$ cat src/rtl/flow_stats_pkg.sv
// Shared widths and the aggregate-state record of one accounting lane.
// Assumes the fixed 32-bit word layout of a flow entry.
package flow_stats_pkg;
    localparam int WORD_W = 32;
    localparam int CNT_W  = 24;
    localparam int AGG_W  = 7;
    localparam int LEN_W  = 16;
    localparam int HALF_W = WORD_W / 2;
    localparam int TAG_W  = AGG_W + 1;

    typedef struct packed {
        logic             elig;
        logic [AGG_W-1:0] cnt;
        logic [LEN_W-1:0] cum;
    } agg_state_t;
endpackage

$ cat src/rtl/flow_agg_lane.sv
// Aggregation tracker for one lane. It decides whether a packet continues
// the running aggregate and returns the new aggregate state and the new
// expected sequence. SEQ_W is 32 for combined mode and 16 for a split half.
// Assumes old_seq holds the sequence expected next, right-aligned.
module flow_agg_lane
    import flow_stats_pkg::*;
#(
    parameter int SEQ_W = WORD_W
) (
    input  logic                 en,
    input  agg_state_t           old_st,
    input  logic [SEQ_W-1:0]     old_seq,
    input  logic [SEQ_W-1:0]     pkt_seq,
    input  logic [LEN_W-1:0]     pkt_len,
    output agg_state_t           new_st,
    output logic [SEQ_W-1:0]     new_seq
);
    localparam logic [AGG_W-1:0] AGG_MAX = '1;

    logic cont;

    // Continue only an open, non-full aggregate at the expected sequence
    always_comb cont = (old_st.cnt != '0) && (old_st.cnt != AGG_MAX) && (pkt_seq == old_seq);

    // Next aggregate state: extend, restart, or zero when disabled
    always_comb begin
        if (!en) begin
            new_st  = '0;
            new_seq = '0;
        end else begin
            if (cont) begin
                new_st.elig = 1'b1;
                new_st.cnt  = old_st.cnt + AGG_W'(1);
                new_st.cum  = old_st.cum + pkt_len;
            end else begin
                new_st.elig = 1'b0;
                new_st.cnt  = AGG_W'(1);
                new_st.cum  = pkt_len;
            end
            new_seq = pkt_seq + SEQ_W'(pkt_len);
        end
    end
endmodule

$ cat src/rtl/flow_word_merge.sv
// Places the lane results and counter increments into the five entry
// words according to mode and source MAC. Fields that the packet does not
// own pass through unchanged.
// Assumes the lane inputs were already selected for the same MAC.
module flow_word_merge
    import flow_stats_pkg::*;
(
    input  logic              split_mode,
    input  logic              agg_en,
    input  logic              pkt_mac,
    input  logic [LEN_W-1:0]  pkt_bytes,
    input  logic [WORD_W-1:0] cnt_word,
    input  logic [WORD_W-1:0] byte_word,
    input  logic [WORD_W-1:0] len_word,
    input  logic [WORD_W-1:0] seq_word,
    input  agg_state_t        full_st,
    input  logic [WORD_W-1:0] full_seq,
    input  agg_state_t        half_st,
    input  logic [HALF_W-1:0] half_seq,
    output logic [WORD_W-1:0] nxt_cnt,
    output logic [WORD_W-1:0] nxt_byte,
    output logic [WORD_W-1:0] nxt_len,
    output logic [WORD_W-1:0] nxt_seq,
    output logic              nxt_elig
);
    logic [CNT_W-1:0] cnt0_inc;
    logic [CNT_W-1:0] cnt1_inc;

    // Modulo-2^24 increments of the two MSDU counters
    always_comb begin
        cnt0_inc = cnt_word[WORD_W-1:TAG_W] + CNT_W'(1);
        cnt1_inc = byte_word[CNT_W-1:0] + CNT_W'(1);
    end

    // Route each result into its word position
    always_comb begin
        nxt_cnt  = cnt_word;
        nxt_byte = byte_word;
        nxt_len  = len_word;
        nxt_seq  = seq_word;
        if (!split_mode) begin
            nxt_cnt              = {cnt0_inc, full_st.elig, full_st.cnt};
            nxt_byte             = byte_word + WORD_W'(pkt_bytes);
            nxt_len[WORD_W-1:HALF_W] = full_st.cum;
            nxt_seq              = full_seq;
            nxt_elig             = full_st.elig;
        end else if (!pkt_mac) begin
            nxt_cnt              = {cnt0_inc, half_st.elig, half_st.cnt};
            nxt_len[WORD_W-1:HALF_W] = half_st.cum;
            nxt_seq[HALF_W-1:0]  = half_seq;
            nxt_elig             = half_st.elig;
        end else begin
            nxt_byte             = {half_st.elig, half_st.cnt, cnt1_inc};
            nxt_len[HALF_W-1:0]  = half_st.cum;
            nxt_seq[WORD_W-1:HALF_W] = half_seq;
            nxt_elig             = half_st.elig;
        end
        if (!agg_en) begin
            nxt_len = '0;
            nxt_seq = '0;
        end
    end
endmodule

$ cat src/rtl/flow_stats_update.sv
// Read-modify-write updater for one flow entry's statistics words.
// A strobe samples the current words and the packet attributes. The
// rewritten words and the eligibility verdict appear one cycle later
// with upd_valid. Assumes the caller holds off conflicting writes.
module flow_stats_update
    import flow_stats_pkg::*;
(
    input  logic              clk,
    input  logic              rst_n,
    input  logic              upd_strobe,
    input  logic              split_mode,
    input  logic              agg_en,
    input  logic              pkt_mac,
    input  logic [15:0]       pkt_bytes,
    input  logic [15:0]       pkt_ip_len,
    input  logic [31:0]       pkt_seq,
    input  logic [31:0]       now_ts,
    input  logic [31:0]       cnt_word,
    input  logic [31:0]       byte_word,
    input  logic [31:0]       len_word,
    input  logic [31:0]       seq_word,
    output logic              upd_valid,
    output logic              pkt_eligible,
    output logic [31:0]       new_cnt_word,
    output logic [31:0]       new_byte_word,
    output logic [31:0]       new_ts_word,
    output logic [31:0]       new_len_word,
    output logic [31:0]       new_seq_word
);
    agg_state_t        full_old, half_old, full_new, half_new;
    logic [HALF_W-1:0] half_old_seq, half_new_seq;
    logic [WORD_W-1:0] full_new_seq;
    logic [WORD_W-1:0] nxt_cnt, nxt_byte, nxt_len, nxt_seq;
    logic              nxt_elig;

    // Gather the combined-mode lane state from its fixed positions
    always_comb full_old = '{elig: cnt_word[AGG_W], cnt: cnt_word[AGG_W-1:0],
                             cum: len_word[WORD_W-1:HALF_W]};

    // Select the split-mode lane state of the packet's MAC
    always_comb begin
        if (!pkt_mac) begin
            half_old     = '{elig: cnt_word[AGG_W], cnt: cnt_word[AGG_W-1:0],
                             cum: len_word[WORD_W-1:HALF_W]};
            half_old_seq = seq_word[HALF_W-1:0];
        end else begin
            half_old     = '{elig: byte_word[WORD_W-1], cnt: byte_word[WORD_W-2:CNT_W],
                             cum: len_word[HALF_W-1:0]};
            half_old_seq = seq_word[WORD_W-1:HALF_W];
        end
    end

    flow_agg_lane #(.SEQ_W(WORD_W)) i_lane_full (
        .en      (agg_en),
        .old_st  (full_old),
        .old_seq (seq_word),
        .pkt_seq (pkt_seq),
        .pkt_len (pkt_ip_len),
        .new_st  (full_new),
        .new_seq (full_new_seq)
    );

    flow_agg_lane #(.SEQ_W(HALF_W)) i_lane_half (
        .en      (agg_en),
        .old_st  (half_old),
        .old_seq (half_old_seq),
        .pkt_seq (pkt_seq[HALF_W-1:0]),
        .pkt_len (pkt_ip_len),
        .new_st  (half_new),
        .new_seq (half_new_seq)
    );

    flow_word_merge i_merge (
        .split_mode (split_mode),
        .agg_en     (agg_en),
        .pkt_mac    (pkt_mac),
        .pkt_bytes  (pkt_bytes),
        .cnt_word   (cnt_word),
        .byte_word  (byte_word),
        .len_word   (len_word),
        .seq_word   (seq_word),
        .full_st    (full_new),
        .full_seq   (full_new_seq),
        .half_st    (half_new),
        .half_seq   (half_new_seq),
        .nxt_cnt    (nxt_cnt),
        .nxt_byte   (nxt_byte),
        .nxt_len    (nxt_len),
        .nxt_seq    (nxt_seq),
        .nxt_elig   (nxt_elig)
    );

    // Register the update result one cycle after the strobe
    always_ff @(posedge clk) begin
        if (!rst_n) begin
            upd_valid     <= 1'b0;
            pkt_eligible  <= 1'b0;
            new_cnt_word  <= '0;
            new_byte_word <= '0;
            new_ts_word   <= '0;
            new_len_word  <= '0;
            new_seq_word  <= '0;
        end else begin
            upd_valid <= upd_strobe;
            if (upd_strobe) begin
                pkt_eligible  <= nxt_elig;
                new_cnt_word  <= nxt_cnt;
                new_byte_word <= nxt_byte;
                new_ts_word   <= now_ts;
                new_len_word  <= nxt_len;
                new_seq_word  <= nxt_seq;
            end
        end
    end
endmodule

$ cat config.mk
export PLATFORM = sky130hd
export DESIGN_NAME = flow_stats_update
export DESIGN_NICKNAME = d
export VERILOG_FILES = /design/src/rtl/flow_stats_pkg.sv /design/src/rtl/flow_agg_lane.sv /design/src/rtl/flow_word_merge.sv /design/src/rtl/flow_stats_update.sv
export SDC_FILE = /design/constraint.sdc
export NUM_CORES = 1
export LEC_CHECK = 0
export ABC_CLOCK_PERIOD_IN_PS = 2800
export BUFFER_PORTS_ARGS = -buffer_cell sky130_fd_sc_hd__buf_4
export CAP_MARGIN = 20
export CORE_MARGIN = 4
export CORE_UTILIZATION = 33
export CTS_CLUSTER_DIAMETER = 200
export DETAILED_ROUTE_END_ITERATION = 10
export PLACE_DENSITY = 0.64
export SYNTH_ARGS = -nofsm -noshare
export SYNTH_HDL_FRONTEND = slang
export SYNTH_HIERARCHICAL = 1
export SYNTH_SLANG_ARGS = --single-unit
$ cat constraint.sdc
create_clock -name clk -period 2.8 [get_ports clk]
set_clock_uncertainty 0.1 [all_clocks]
set_input_delay 0.14 -clock clk [delete_from_list [all_inputs] [get_ports clk]]
set_output_delay 0.14 -clock clk [all_outputs]
set_load 0.02 [all_outputs]
======== After elaboration in Yosys (flattened, before gate mapping) ========
Cells that the tools add are included.
W data, S select, Z words.
operators by class
  $add $sub $neg .......................... 9
  equal/unequal tests ..................... 4
  multiplexer cells ....................... 20
  reduce and logical (&&, ||, !) cells .... 6
operators by type and width
  cell                     count
  $mux W32                 7
  $mux W16                 7
  $mux W24                 4
  $add A32 B16 Y32         2
  $add A16 B16 Y16         3
  $add A24 B1 Y24 const B  2
  $eq A32 B32 Y1           1
  $mux W23                 1
  $eq A16 B16 Y1           1
  $add A7 B1 Y7 const B    2
  $ne A7 B7 Y1 const B     2
  $reduce_bool A7 Y1       2
  $logic_and A1 B1 Y1      4
  $mux W1                  1
word-level totals
  flip-flop bits (word level) ............. 162
  bits of input ports ..................... 230
  output and inout port bits .............. 162
  logic and storage cells ................. 46

======== Logic depth before layout (Yosys ltp) ========
  word-level depth ........................ 9
  mapped depth ............................ 16
  mapped depth without buffers ............ 15

======== Hierarchy ========
The synthesis kept the hierarchy.
by module, submodules not included
  module                       times used  cells each  area each (µm²)  seq. area each (µm²)
  flow_stats_update            1           565         6,577.6          3,243.1
  flow_word_merge              1           591         3,960.0          0.0
  flow_agg_lane (i_lane_full)  1           452         3,078.0          0.0
  flow_agg_lane (i_lane_half)  1           327         2,321.0          0.0

======== Least setup slack after synthesis ========
Ideal clock, no wire load.
  path type ............................... input to register
  start ................................... input pkt_mac
  end ..................................... register new_len_word[28]
  library setup time ...................... 65 ps
  data arrival time ....................... 2,897 ps
  data required time ...................... 2,635 ps
  path slack .............................. -262 ps
  stages .................................. 15
  path buffers ............................ 1
  cell sequence ........................... buf_2 -> mux2_2 -> ha_1 -> fa_1 -> a21o_2 -> a221oi_2 -> or4_1 -> a21oi_1 -> xnor2_1 -> a211oi_2 -> mux2i_1 -> nand2_1 -> o211a_1 -> mux2i_1 -> nor2b_1
RTL lines
  item                  RTL line                  source
  start, declared       flow_stats_update.sv:13   input logic pkt_mac,
  end signal, assigned  flow_stats_update.sv:110  new_len_word <= nxt_len;
  end, declared         flow_stats_update.sv:27   output logic [31:0] new_len_word,

==> flow_metrics.env <==
export IMPL_drc=0
export IMPL_relSlewSlack=0.535
export IMPL_grt_first_pass_wirelength_mm=94.9
export IMPL_status="finished clean"
export IMPL_cts_htree_levels=4
export IMPL_wl_per_cell_um=20.4
export IMPL_crit_buf_inv=5
export IMPL_holdPathStages=5
export IMPL_netlist_area_um2=15900
export IMPL_cts_root_buffer="clkbuf_16"
export IMPL_dp_hpwl_mm=50.0
export IMPL_fillers=4598
export IMPL_grt_total_usage=0.235
export IMPL_ir_drop_uv=337
export IMPL_crit_fanout=13
export IMPL_multiInputGateArea_um2=12100
export IMPL_rrSetupSlack_ps=1980
export IMPL_wl_mm=64.1
export IMPL_r2r_end="new_len_word[13]"
export IMPL_crit_arrival_ps=3000
export IMPL_n_antenna_cell=0
export IMPL_cp_slowest_cell="mux2_2"
export IMPL_worstHoldEndpoint="new_byte_word[31]"
export IMPL_fp_row_count=80
export IMPL_grt_overflow=0
export IMPL_fin_setup_tns_ps=0
export IMPL_critPathRequiredTime_ps=3090
export IMPL_slew_violations=0
export IMPL_grt_pass1_vias=16500
export IMPL_final_common_cell="buf_4"
export IMPL_avgSynthCellArea_um2=8.23
export IMPL_die_h_um=228
export IMPL_cts_buffers=17
export IMPL_grt_max_degree=94
export IMPL_antenna_found_initial=0
export IMPL_r2r_start="new_len_word[13]"
export IMPL_fin_crit_ps=2700
export IMPL_hp_class="input port to flip-flop"
export IMPL_hold_viol_final=0
export IMPL_finish_utilization=0.468
export IMPL_via_per_inst=5.38
export IMPL_crit_top_cell="mux2i_1"
export IMPL_post_route_period_util=0.966
export IMPL_clk_pin_slew_ps=80
export IMPL_synth_cells=1934
export IMPL_worstPathCellList="buf_16, buf_12, buf_6, mux2_2, xor2_1, nor4_1, nand2_1, nor3_4, buf_6, buf_12, mux2i_1, nor2_1, mux2i_1, nand2_1, o211a_1, mux2i_1, nor2b_1"
export IMPL_critPathCaptureType="flip-flop"
export IMPL_syn_to_final_growth_pct=40.2
export IMPL_yosys_warnings=6
export IMPL_die_area_um2=51800
export IMPL_port_buffers=391
export IMPL_cts_sinks=162
export IMPL_die_w_um=228
export IMPL_drv_cap=0
export IMPL_syn_nets=2252
export IMPL_ant_nets=0
export IMPL_worst_r2r_cell_count=2
export IMPL_cts_tree="done"
export IMPL_coreArea_um2=47700
export IMPL_path_class="input port to flip-flop"
export IMPL_clk_latency_ps=480
export IMPL_total_leakage_power_nw=10.5
export IMPL_via_count=16900
export IMPL_crit_cells=17
export IMPL_path_delay_family="simple AND/OR/NAND/NOR gates"
export IMPL_clockBufferDepth=2
export IMPL_max_slew_worst_pin_slew_ps=689
export IMPL_startpoint_type="input port"
export IMPL_first_iter_violations=1117
export IMPL_min_delay_start="byte_word[31]"
export IMPL_p_per_area_nw_per_um2=374
export IMPL_drtPass1Iterations=5
export IMPL_rsz0062_at_grt="yes"
export IMPL_io_pins=392
export IMPL_initial_core_util=0.334
export IMPL_globalplace_congestion=0.957
export IMPL_drive_gt1_frac=0.287
export IMPL_final_nets=2837
export IMPL_slowest_delay_ps=340
export IMPL_layout_common_cells="buf_4, mux2i_1, nand2_1"
export IMPL_finalSetupViolCount=0
export IMPL_ff_latch_area_um2=3240
export IMPL_fmaxAchievable_mhz=370
timing repair:
item | CTS | global route
endpoints found under the setup margin | 0 | 35
hold buffers | 78 | 0
hold endpoints to repair | 75 | 0
buffers inserted | 0 | 10
gates resized for setup | 0 | 27
where the power goes:
part           leakage (nW)  switching [mW]  total (mW)  internal, mW
Sequential             1.33          0.0820        2.52          2.44
Combinational          8.90            1.78        3.37          1.59
Clock                 0.282            1.25        2.45          1.20
state kept, by name, summed over array words and instances (netlist names):
| signal | flops |
|---|---|
| pkt_eligible | 1 |
| new_byte_word | 32 |
| new_seq_word | 32 |
| new_ts_word | 32 |
| new_len_word | 32 |
| new_cnt_word | 32 |
| upd_valid | 1 |
how the worst max path moves through the flow:
| stage | startpoint | end | slack, ps |
|---|---|---|---|
| floorplan | pkt_mac | new_len_word[28] | -6 |
| global placement | pkt_mac | new_len_word[18] | -400 |
| detailed placement | pkt_mac | new_len_word[22] | -450 |
| CTS | len_word[7] | new_len_word[25] | 3 |
| global route | len_word[7] | new_len_word[28] | -40 |
| finish | pkt_mac | new_len_word[22] | 100 |
stage by stage:
| stage | setup slack [ps] | hold slack [ps] | std cells | power [mW] | instance area [µm²] |
|---|---|---|---|---|---|
| floorplan | -6.46 | 209 | 1934 | 4.42 | 16000 |
| global placement | -402 | 296 | 3024 | 5.70 | 20700 |
| detailed placement | -452 | 306 | 3024 | 5.75 | 20700 |
| CTS | 3.13 | 2.92 | 3134 | 8.35 | 22000 |
| global route | -37.5 | 46.6 | 3147 | 8.76 | 22300 |
| finish | 95.7 | 55.0 | 3147 | 8.34 | 22300 |
routing by layer:
| metal | wire, µm | global-route usage | up-vias |
|---|---|---|---|
| met5 | 0 | 0 | - |
| met4 | 2250 | 0.0896 | 0 |
| met3 | 4180 | 0.0453 | 118 |
| met2 | 29600 | 0.383 | 610 |
| met1 | 28100 | 0.309 | 8056 |
| li1 | - | - | 8142 |
layout make-up:
class	instances	share of cell area
tap	615	0.0345
clock inverter	14	0.00729
timing repair buffer	677	0.246
inverter	30	0.00504
multi-input combinational	1631	0.543
clock buffer	18	0.0192
sequential	162	0.145
worst min-delay path: stages:
cell and delay, ps:
buf_4 90, xnor2_1 120, a21oi_1 60, mux2i_1 120, nor2b_1 60
(Power assumes the default switching activity.)
